## config.mk

```make
export PLATFORM = sky130hd
export DESIGN_NAME = sertx_top
export DESIGN_NICKNAME = d
export VERILOG_FILES = /design/src/rtl/sertx_pkg.sv /design/src/rtl/sertx_baud.sv /design/src/rtl/sertx_ctrl.sv /design/src/rtl/sertx_seq.sv /design/src/rtl/sertx_top.sv
export SDC_FILE = /design/constraint.sdc
export NUM_CORES = 1
export LEC_CHECK = 0
export BUFFER_PORTS_ARGS = -buffer_cell sky130_fd_sc_hd__buf_2
export CAP_MARGIN = 15
export CORE_ASPECT_RATIO = 0.8
export CORE_MARGIN = 1
export CORE_UTILIZATION = 45
export CTS_CLUSTER_DIAMETER = 30
export CTS_CLUSTER_SIZE = 16
export DETAILED_ROUTE_END_ITERATION = 7
export PLACE_DENSITY_LB_ADDON = 0.12
export SLEW_MARGIN = 10
export SYNTH_ARGS = -nofsm -noshare
export SYNTH_HDL_FRONTEND = slang
export SYNTH_SLANG_ARGS = --single-unit
export TNS_END_PERCENT = 100
```

## constraint.sdc

```tcl
create_clock -name clk -period 2.9 [get_ports clk]
set_input_delay 0.29 -clock clk [delete_from_list [all_inputs] [get_ports clk]]
set_output_delay 0.29 -clock clk [all_outputs]
set_load 0.02 [all_outputs]
```

## src/rtl/sertx_pkg.sv

```systemverilog
package sertx_pkg;
    localparam int unsigned WORD_MAX = 9;
    localparam int unsigned SLOT_W   = 4;

    typedef enum logic [1:0] {
        FR_NONE,
        FR_IDLE,
        FR_BRK,
        FR_DATA
    } frame_e;

    typedef struct packed {
        logic brk;
        logic nine;
        logic on;
    } ctl_t;
endpackage

```

## src/rtl/sertx_baud.sv

```systemverilog
module sertx_baud #(
    parameter int unsigned DIV_W     = 16,
    parameter int unsigned DIV_RESET = 16
) (
    input  logic             clk,
    input  logic             rst_n,
    input  logic             div_we,
    input  logic [DIV_W-1:0] div_wdata,
    output logic             tick,
    output logic [DIV_W-1:0] div_val
);
    typedef struct packed {
        logic [DIV_W-1:0] div;
        logic [DIV_W-1:0] cnt;
    } baud_t;

    localparam logic [DIV_W-1:0] ONE = DIV_W'(1);

    baud_t st_d, st_q;

    always_comb begin
        st_d = st_q;
        if (div_we) begin
            st_d.div = (div_wdata == '0) ? ONE : div_wdata;
            st_d.cnt = st_d.div - ONE;
        end else if (st_q.cnt == '0) begin
            st_d.cnt = st_q.div - ONE;
        end else begin
            st_d.cnt = st_q.cnt - ONE;
        end
    end

    always_ff @(posedge clk or negedge rst_n) begin
        if (!rst_n) begin
            st_q.div <= DIV_W'(DIV_RESET);
            st_q.cnt <= '0;
        end else begin
            st_q <= st_d;
        end
    end

    assign tick    = (st_q.cnt == '0);
    assign div_val = st_q.div;
endmodule

```

## src/rtl/sertx_ctrl.sv

```systemverilog
module sertx_ctrl
    import sertx_pkg::*;
(
    input  logic                clk,
    input  logic                rst_n,
    input  logic                ctl_we,
    input  logic [2:0]          ctl_wdata,
    input  logic                dat_we,
    input  logic [WORD_MAX-1:0] dat_wdata,
    input  logic                take_idle,
    input  logic                take_brk,
    input  logic                take_data,
    output logic                on,
    output logic                nine,
    output logic                idle_req,
    output logic                brk_req,
    output logic                hold_full,
    output logic [WORD_MAX-1:0] hold_data
);
    typedef struct packed {
        ctl_t                ctl;
        logic                idle_pend;
        logic                brk_latch;
        logic                full;
        logic [WORD_MAX-1:0] hold;
    } regs_t;

    regs_t r_d, r_q;
    ctl_t  wr_ctl;

    always_comb begin
        r_d    = r_q;
        wr_ctl = ctl_t'(ctl_wdata);
        // consumption by the sequencer at a frame boundary
        if (take_idle) r_d.idle_pend = 1'b0;
        if (take_brk)  r_d.brk_latch = 1'b0;
        if (take_data) r_d.full      = 1'b0;
        // a new control write is applied after consumption
        if (ctl_we) begin
            if (wr_ctl.on && !r_q.ctl.on)   r_d.idle_pend = 1'b1;
            if (wr_ctl.brk && !r_q.ctl.brk) r_d.brk_latch = 1'b1;
            r_d.ctl = wr_ctl;
        end
        if (dat_we && !r_q.full) begin
            r_d.hold = dat_wdata;
            r_d.full = 1'b1;
        end
    end

    always_ff @(posedge clk or negedge rst_n) begin
        if (!rst_n) begin
            r_q <= '0;
        end else begin
            r_q <= r_d;
        end
    end

    assign on        = r_q.ctl.on;
    assign nine      = r_q.ctl.nine;
    assign idle_req  = r_q.idle_pend;
    assign brk_req   = r_q.brk_latch | r_q.ctl.brk;
    assign hold_full = r_q.full;
    assign hold_data = r_q.hold;
endmodule

```

## src/rtl/sertx_seq.sv

```systemverilog
module sertx_seq
    import sertx_pkg::*;
(
    input  logic                clk,
    input  logic                rst_n,
    input  logic                tick,
    input  logic                on,
    input  logic                nine,
    input  logic                idle_req,
    input  logic                brk_req,
    input  logic                hold_full,
    input  logic [WORD_MAX-1:0] hold_data,
    output logic                take_idle,
    output logic                take_brk,
    output logic                take_data,
    output logic                txd,
    output logic                busy
);
    typedef struct packed {
        frame_e              kind;
        logic                nine;
        logic [SLOT_W-1:0]   slot;
        logic [WORD_MAX-1:0] shf;
        logic                txd;
    } seq_t;

    seq_t s_d, s_q;

    logic [SLOT_W-1:0] wbits;
    logic [SLOT_W-1:0] flen;
    logic [SLOT_W-1:0] last;
    logic [SLOT_W-1:0] nslot;
    logic              boundary;

    always_comb begin
        s_d       = s_q;
        take_idle = 1'b0;
        take_brk  = 1'b0;
        take_data = 1'b0;
        wbits     = s_q.nine ? SLOT_W'(WORD_MAX) : SLOT_W'(WORD_MAX - 1);
        flen      = wbits + SLOT_W'(2);
        // a break owns one extra slot: its trailing high stop bit
        last      = (s_q.kind == FR_BRK) ? flen : flen - SLOT_W'(1);
        nslot     = s_q.slot + SLOT_W'(1);
        boundary  = tick && ((s_q.kind == FR_NONE) || (s_q.slot == last));

        if (boundary) begin
            s_d.slot = '0;
            s_d.nine = nine;
            if (on && idle_req) begin
                s_d.kind  = FR_IDLE;
                s_d.txd   = 1'b1;
                take_idle = 1'b1;
            end else if (on && brk_req) begin
                s_d.kind  = FR_BRK;
                s_d.txd   = 1'b0;
                take_brk  = 1'b1;
            end else if (on && hold_full) begin
                s_d.kind  = FR_DATA;
                s_d.txd   = 1'b0;
                s_d.shf   = hold_data;
                take_data = 1'b1;
            end else begin
                s_d.kind  = FR_NONE;
                s_d.txd   = 1'b1;
            end
        end else if (tick) begin
            s_d.slot = nslot;
            unique case (s_q.kind)
                FR_DATA: begin
                    if (nslot <= wbits) begin
                        s_d.txd = s_q.shf[0];
                        s_d.shf = s_q.shf >> 1;
                    end else begin
                        s_d.txd = 1'b1;
                    end
                end
                FR_BRK:  s_d.txd = (nslot == flen);
                default: s_d.txd = 1'b1;
            endcase
        end
    end

    always_ff @(posedge clk or negedge rst_n) begin
        if (!rst_n) begin
            s_q.kind <= FR_NONE;
            s_q.nine <= 1'b0;
            s_q.slot <= '0;
            s_q.shf  <= '0;
            s_q.txd  <= 1'b1;
        end else begin
            s_q <= s_d;
        end
    end

    assign txd  = s_q.txd;
    assign busy = (s_q.kind != FR_NONE);
endmodule

```

## src/rtl/sertx_top.sv

```systemverilog
module sertx_top
    import sertx_pkg::*;
#(
    parameter int unsigned DIV_W     = 16,
    parameter int unsigned DIV_RESET = 16
) (
    input  logic             clk,
    input  logic             rst_n,
    input  logic             ctl_we,
    input  logic [2:0]       ctl_wdata,
    input  logic             div_we,
    input  logic [DIV_W-1:0] div_wdata,
    input  logic             dat_we,
    input  logic [8:0]       dat_wdata,
    output logic             dat_ready,
    output logic             txd,
    output logic             busy
);
    logic                tick_w;
    logic [DIV_W-1:0]    div_w;
    logic                on_w, nine_w, idle_w, brk_w, full_w;
    logic [WORD_MAX-1:0] hold_w;
    logic                tk_idle, tk_brk, tk_data;

    sertx_baud #(
        .DIV_W    (DIV_W),
        .DIV_RESET(DIV_RESET)
    ) u_baud (
        .clk      (clk),
        .rst_n    (rst_n),
        .div_we   (div_we),
        .div_wdata(div_wdata),
        .tick     (tick_w),
        .div_val  (div_w)
    );

    sertx_ctrl u_ctrl (
        .clk      (clk),
        .rst_n    (rst_n),
        .ctl_we   (ctl_we),
        .ctl_wdata(ctl_wdata),
        .dat_we   (dat_we),
        .dat_wdata(dat_wdata),
        .take_idle(tk_idle),
        .take_brk (tk_brk),
        .take_data(tk_data),
        .on       (on_w),
        .nine     (nine_w),
        .idle_req (idle_w),
        .brk_req  (brk_w),
        .hold_full(full_w),
        .hold_data(hold_w)
    );

    sertx_seq u_seq (
        .clk      (clk),
        .rst_n    (rst_n),
        .tick     (tick_w),
        .on       (on_w),
        .nine     (nine_w),
        .idle_req (idle_w),
        .brk_req  (brk_w),
        .hold_full(full_w),
        .hold_data(hold_w),
        .take_idle(tk_idle),
        .take_brk (tk_brk),
        .take_data(tk_data),
        .txd      (txd),
        .busy     (busy)
    );

    assign dat_ready = !full_w;
endmodule

```

# Yosys cells after proc, flatten, opt, wreduce, memory -nomap -nowiden

Index checks and enable logic that the tools add are counted.

Divide/modulo/power cells: 0
Bitwise logic cells: 1
Shift-type cells: 0
$add $sub $neg: 6
Reductions and logical operators: 20
Multiplexer cells: 36
Multiply operators: 0
Equality and inequality tests: 7
Magnitude comparators: 1

Operators by type and width:

| kind                                                | count |
|---|---|
| 2-to-1 mux 16 bit                                   | 3 |
| subtractor 16 x 1 -> 16 bit (second input constant) | 3 |
| 2-to-1 mux 9 bit                                    | 5 |
| logical NOT 16 bit                                  | 2 |
| 2-to-1 mux 14 bit                                   | 2 |
| 2-to-1 mux 1 bit                                    | 19 |
| 2-to-1 mux 10 bit                                   | 1 |
| nonzero test 2 bit                                  | 5 |
| equality test 4 bit                                 | 2 |
| 2-to-1 mux 2 bit                                    | 4 |
| logical AND 1 bit                                   | 7 |
| != test 2 bit (second input constant)               | 3 |
| AND reduction 6 bit                                 | 1 |
| adder 4 x 1 -> 4 bit (second input constant)        | 1 |
| adder 4 x 2 -> 4 bit (second input constant)        | 1 |
| equality test 2 bit (second input constant)         | 2 |
| less-or-equal comparator 4 bit                      | 1 |
| 2-to-1 mux 4 bit                                    | 1 |
| subtractor 4 x 1 -> 4 bit (second input constant)   | 1 |
| logical NOT 1 bit                                   | 3 |
| logical NOT 2 bit                                   | 1 |
| case mux 1 bit (2 select lines)                     | 1 |
| logical OR 1 bit                                    | 1 |
| OR 1 bit                                            | 1 |

Word-level logic and storage cells: 85
Memory bits (writable): 0
Bits in latches: 0
ROM bits: 0
Output and inout bits: 3
Memories: 0
Bits of input ports: 33
Register bits: 64

# Depth between registers and ports, before layout

Depth after elaboration: 11
Mapped depth: 10
Depth with buffers taken out: 9

# Modules after synthesis

A second synthesis with hierarchy kept.

Cell total of the unflattened synthesis: 358
Area, all modules: 3676.0 um^2

By module, submodules not included:

| module     | cells an instance | times used | sequential area each (um^2) | area an instance (um^2) |
|---|---|---|---|---|
| sertx_baud | 211               | 1          | 802.0                       | 1925.6 |
| sertx_seq  | 97                | 1          | 426.7                       | 1079.8 |
| sertx_ctrl | 49                | 1          | 375.4                       | 666.9 |
| sertx_top  | 1                 | 1          | 0.0                         | 3.8 |

# Worst setup path before layout

OpenSTA, ideal clock, no wires.

Path type: register to register
Start point: register u_seq.s_q[15] (netlist name)
End point: register u_seq.s_q[8] (netlist name)
Period minus slack after synthesis: 2.251 ns
Path slack: 0.649 ns
Buffers on the path: 1
Setup time: 0.082 ns
Cell stages (with the launch flop): 11
Data arrival time: 2.169 ns
Data required time: 2.818 ns
Cell sequence: dfrtp_1 > nand2b_1 > ha_1 > xor2_1 > nand4b_1 > nand2_1 > mux2_2 > nor2_2 > buf_2 > nor2_1 > a31oi_1

Longest elaborated chain between the ends: 7
Elaborated cells on any way between the ends: 15
Those cells by class: eq/ne (6); mux (2); reduce/logical (7)

Ends and longest elaborated chain:

| what                                                                        | RTL line        | text |
|---|---|---|
| start: declaration                                                          | sertx_seq.sv:27 | `seq_t s_d, s_q;` |
| equality test 2 bit                                                         | sertx_seq.sv:43 | `last = (s_q.kind == FR_BRK) ? flen : flen - SLOT_W'(1);` |
| 2-to-1 mux 4 bit                                                            | sertx_seq.sv:43 |  |
| equality test 4 bit                                                         | sertx_seq.sv:45 | `boundary = tick && ((s_q.kind == FR_NONE) \|\| (s_q.slot == last));` |
| logical OR 1 bit                                                            | sertx_seq.sv:45 |  |
| logical AND 1 bit                                                           | sertx_seq.sv:45 |  |
| != test 2 bit (no source line) / nonzero test 2 bit (equally long branches) | --              |  |
| AND reduction 6 bit (no source line)                                        | --              |  |

Parallel ways exist; a longest one is shown, timed or not.
A chain may end at the register's enable or synchronous reset.

# Worst setup path in the final report

Start point: register u_seq.s_q[15] (netlist name)
End point: register u_seq.s_q[5] (netlist name)

Same word-level chain as after synthesis.

==> run_summary.xml <==
<?xml version="1.0" encoding="UTF-8"?>
<metrics>
  <group name="clock_tree">
    <metric name="clkTransAtPathRegs" unit="ns">0.07</metric>
    <metric name="clockBufferDepth" unit="">2</metric>
    <metric name="h_tree_levels" unit="">3</metric>
    <metric name="cts_post_setup_buffers_inserted" unit="">0</metric>
    <metric name="cts_root_buf" unit="">sky130_fd_sc_hd__clkbuf_8</metric>
    <metric name="tritoncts_clock_tree" unit="">built</metric>
    <metric name="clock-sinks" unit="">64</metric>
    <metric name="numCtsBuffers" unit="">9</metric>
    <metric name="clk-insertion-delay-late" unit="ns">0.34</metric>
  </group>
  <group name="power">
    <metric name="cellPowerDensity" unit="nW/um^2">580</metric>
    <metric name="vdd.ir_drop.worst" unit="uV">243</metric>
    <metric name="total_power" unit="mW">2.23</metric>
    <metric name="comb_power_share" unit="%">11.1</metric>
    <metric name="seq_power_share" unit="%">45.4</metric>
    <metric name="clock_power_share" unit="%">43.5</metric>
    <metric name="power_switching" unit="mW">0.539</metric>
    <metric name="total_leakage_power" unit="nW">1.71</metric>
    <metric name="intPower" unit="mW">1.69</metric>
    <metric name="p_sw_share" unit="%">24.2</metric>
  </group>
  <group name="synthesis">
    <metric name="asyncSetResetFlopFracSynth" unit="%">100</metric>
    <metric name="netlist_top_cells_area" unit="">sky130_fd_sc_hd__dfrtp_1 (47%), sky130_fd_sc_hd__nand2_1 (6.4%), sky130_fd_sc_hd__mux2_2 (6.2%), sky130_fd_sc_hd__o21ai_0 (3.4%), sky130_fd_sc_hd__xor2_1 (2.9%)</metric>
    <metric name="synth.top_cells.by_count" unit="">sky130_fd_sc_hd__dfrtp_1 (62), sky130_fd_sc_hd__nand2_1 (56), sky130_fd_sc_hd__o21ai_0 (22)</metric>
    <metric name="post_synthesis_cell_type_count" unit="">56</metric>
    <metric name="summed_instance_area_of_the_synthesized_netlist" unit="um^2">3270</metric>
    <metric name="yosysSeqAreaShare" unit="%">49.0</metric>
    <metric name="yosys_most_used_dff" unit="">sky130_fd_sc_hd__dfrtp_1</metric>
    <metric name="post_synthesis_cell_type_with_the_largest_combined_area" unit="">sky130_fd_sc_hd__dfrtp_1</metric>
    <metric name="synthMostInstantiatedCell" unit="">sky130_fd_sc_hd__dfrtp_1</metric>
    <metric name="synthesis.nets" unit="">368</metric>
    <metric name="ys_seq_elements" unit="">64</metric>
    <metric name="synth_largest_type_area_fraction" unit="%">47.4</metric>
    <metric name="synth-edff-count" unit="">0</metric>
    <metric name="synth_area_per_cell" unit="um^2">9.88</metric>
    <metric name="synth_warnings" unit="">0</metric>
    <metric name="postSynthCellCount" unit="">331</metric>
  </group>
  <group name="route">
    <metric name="detail_route.wl_per_cell" unit="um">15.0</metric>
    <metric name="routed_via_density" unit="">5.38</metric>
    <metric name="detailedRoute.firstIterationViolations" unit="">127</metric>
    <metric name="num_vias" unit="">2528</metric>
    <metric name="wirelength" unit="um">7040</metric>
    <metric name="drt.antenna.violating_nets" unit="">0</metric>
    <metric name="drt_drc_violations_left" unit="">0</metric>
    <metric name="drt-pass1-iter-count" unit="">4</metric>
  </group>
  <group name="setup_path">
    <metric name="worst-endpoint-arrival" unit="ns">2.86</metric>
    <metric name="regToRegStartpoint" unit="">u_seq.s_q[15]$_DFFE_PN0P_</metric>
    <metric name="timing.reg2reg.worst_path_depth" unit="">9</metric>
    <metric name="crit_type" unit="">reg -&gt; reg</metric>
    <metric name="critical_path_peak_fanout" unit="">17</metric>
    <metric name="timing.rr.end" unit="">u_seq.s_q[5]$_DFFE_PN0P_</metric>
    <metric name="worst-r2r-setup-slack" unit="ns">0.30</metric>
    <metric name="worst_setup_path_end_kind" unit="">flip-flop</metric>
    <metric name="critical_path.startpoint_type" unit="">flip-flop</metric>
    <metric name="crit_required" unit="ns">3.16</metric>
  </group>
  <group name="grt">
    <metric name="globalRouteOverflowTotal" unit="">0</metric>
    <metric name="grt_pass1_wl" unit="um">12200</metric>
    <metric name="grt_max_degree" unit="">42</metric>
    <metric name="grt_pass1_vias" unit="">2488</metric>
    <metric name="antenna_found_initial" unit="">0</metric>
    <metric name="grtUsageTotal" unit="%">20.5</metric>
  </group>
  <group name="placement">
    <metric name="dpl.hpwl" unit="um">5110</metric>
    <metric name="port-buffer-count" unit="">35</metric>
    <metric name="pre_cts_ws" unit="ns">0.360</metric>
    <metric name="gp_routability_congestion" unit="">0.806</metric>
    <metric name="placed_cells_incl_taps" unit="">453</metric>
  </group>
  <group name="timing">
    <metric name="layout_min_cycle_time" unit="ns">2.60</metric>
    <metric name="max-slew-margin-rel" unit="%">46.0</metric>
    <metric name="worst_margin_pin_slew" unit="ns">0.808</metric>
    <metric name="setup_slack" unit="ns">0.301</metric>
    <metric name="final-hold-violation-count" unit="">0</metric>
    <metric name="drv_slew" unit="">0</metric>
    <metric name="final.setup_skew" unit="ns">0.0120</metric>
    <metric name="final.period_utilization" unit="%">89.6</metric>
    <metric name="hold_ws" unit="ns">0.167</metric>
    <metric name="fmaxAchievable" unit="MHz">385</metric>
    <metric name="final-setup-viol-count" unit="">0</metric>
    <metric name="setup_tns" unit="ns">0</metric>
    <metric name="grt_setup_unrepaired" unit="">no</metric>
  </group>
  <group name="outcome">
    <metric name="status" unit="">completed</metric>
  </group>
  <group name="min_path">
    <metric name="hold_path.class" unit="">in -&gt; reg</metric>
    <metric name="hold-path-endpoint" unit="">u_ctrl.on$_DFFE_PN0P_</metric>
    <metric name="hp-start" unit="">ctl_wdata[0]</metric>
    <metric name="min_delay_path_depth" unit="">3</metric>
  </group>
  <group name="floorplanning">
    <metric name="floorplan.rows" unit="">27</metric>
    <metric name="number_of_top_level_design_ports" unit="">36</metric>
    <metric name="die_area" unit="um^2">7620</metric>
    <metric name="floorplan.die.width" unit="um">97.3</metric>
    <metric name="dieHeight" unit="um">78.3</metric>
    <metric name="initial_core_util" unit="%">47.0</metric>
    <metric name="core" unit="um^2">6960</metric>
  </group>
  <group name="final_layout">
    <metric name="syn_to_final_growth" unit="%">17.4</metric>
    <metric name="layout-drive-gt1-share" unit="%">25.8</metric>
    <metric name="finish.cell_count_without_fillers" unit="">470</metric>
    <metric name="antenna-diode-count" unit="">0</metric>
    <metric name="final_net_count" unit="">415</metric>
  </group>
  <group name="job">
    <metric name="max_cap_viol_count" unit="">0</metric>
  </group>
</metrics>
[power by group through the flow]
stage          Combinational (mW)  Clock (mW)  Sequential (mW)
2_1_floorplan               0.162           0             1.01
3_5_place_dp                0.246           0             1.03
5_1_grt                     0.277        1.03             1.02
3_3_place_gp                0.240           0             1.03
4_1_cts                     0.248       0.989             1.01
6_report                    0.246       0.970             1.01
[repair_timing]
item,CTS,global route
resized for setup,0,0
endpoints found under the hold margin,23,0
hold buffers,1,0
[cell families (layout without fill, tap and decap cells)]
logic type | count (synthesis) | count (layout) | share of synthesized area (%)
AOI/OAI and AO/OA | 69 | 69 | 13.0
buffers and inverters | 26 | 78 | 3.82
DFF | 64 | 64 | 49.0
muxes | 23 | 23 | 7.72
adders and majority gates | 4 | 4 | 1.53
xor gates and xnor gates | 18 | 18 | 4.82
and+or+nand+nor | 127 | 127 | 20.1
[worst max-delay path by stage]
stage | start | endpoint | slack [ns] | cells past startpoint
2_1_floorplan | u_seq.s_q[15]$_DFFE_PN0P_ | u_seq.s_q[8]$_DFFE_PN0P_ | 0.65 | 10
4_1_cts | u_seq.s_q[15]$_DFFE_PN0P_ | u_seq.s_q[3]$_DFFE_PN0P_ | 0.33 | 9
5_1_grt | u_seq.s_q[15]$_DFFE_PN0P_ | u_seq.s_q[8]$_DFFE_PN0P_ | 0.04 | 9
3_3_place_gp | u_seq.s_q[15]$_DFFE_PN0P_ | u_seq.s_q[7]$_DFFE_PN0P_ | 0.42 | 9
3_5_place_dp | u_seq.s_q[15]$_DFFE_PN0P_ | u_seq.s_q[6]$_DFFE_PN0P_ | 0.36 | 9
6_report | u_seq.s_q[15]$_DFFE_PN0P_ | u_seq.s_q[5]$_DFFE_PN0P_ | 0.30 | 9
[cells in the final DEF, fill, tap and decap left out, types with 8 or more instances in the layout]
cell	n
sky130_fd_sc_hd__xor2_1	11
sky130_fd_sc_hd__o21ai_0	22
sky130_fd_sc_hd__nor2_1	20
sky130_fd_sc_hd__nand2_1	56
sky130_fd_sc_hd__buf_4	9
sky130_fd_sc_hd__a21oi_1	19
sky130_fd_sc_hd__buf_2	35
sky130_fd_sc_hd__nand3_1	8
sky130_fd_sc_hd__inv_1	15
sky130_fd_sc_hd__dfrtp_1	62
sky130_fd_sc_hd__mux2_2	18
sky130_fd_sc_hd__a31oi_1	9
sky130_fd_sc_hd__nor3_1	8
sky130_fd_sc_hd__clkbuf_8	11
[metal layers]
| layer | GRT usage [%] | vias up | share of wire, % | wire length [um] |
|---|---|---|---|---|
| met3 | 5.88 | 6 | 3.4 | 242 |
| li1 | - | 1257 | - | - |
| met4 | 5.44 | 0 | 0.72 | 51 |
| met1 | 30.3 | 1225 | 55 | 3860 |
| met5 | 0 | - | 0 | 0 |
| met2 | 29.5 | 40 | 41 | 2890 |
[final cells by class]
cell class,count,area (um^2)
fillers,615,3120
multi-input cells,241,1540
inverters,16,60.1
flip-flops and latches,64,1600
well taps,87,109
clock inverters,5,103
repair buffers,46,273
clock buffers,11,151
[worst max-delay path: stages (launching register included)]
cell and delay [ns]:
sky130_fd_sc_hd__dfrtp_1 0.40, sky130_fd_sc_hd__nand2b_1 0.18, sky130_fd_sc_hd__ha_1 0.29, sky130_fd_sc_hd__xor2_1 0.17, sky130_fd_sc_hd__nand4b_1 0.16, sky130_fd_sc_hd__nand2_1 0.19
sky130_fd_sc_hd__mux2_2 0.38, sky130_fd_sc_hd__nor2_2 0.49, sky130_fd_sc_hd__nor2_1 0.09, sky130_fd_sc_hd__a31oi_1 0.16
[state kept, by name, summed over array words and instances, names as in the netlist]
signal            count
u_baud.div_val       16
u_baud.st_q          16
u_seq.s_q            16
u_ctrl.hold_data      9
u_ctrl.r_q            2
u_ctrl.hold_full      1
u_ctrl.idle_req       1
u_ctrl.nine           1
u_ctrl.on             1
u_seq.txd             1
[per-stage QoR]
stage | util (%) | cell area (um^2)
6_report | 55.2 | 3840
2_1_floorplan | - | 3270
5_1_grt | 55.2 | 3840
4_1_cts | 55.2 | 3840
3_3_place_gp | 51.4 | 3580
3_5_place_dp | 51.4 | 3580
Power figures use the tool's default switching activity.
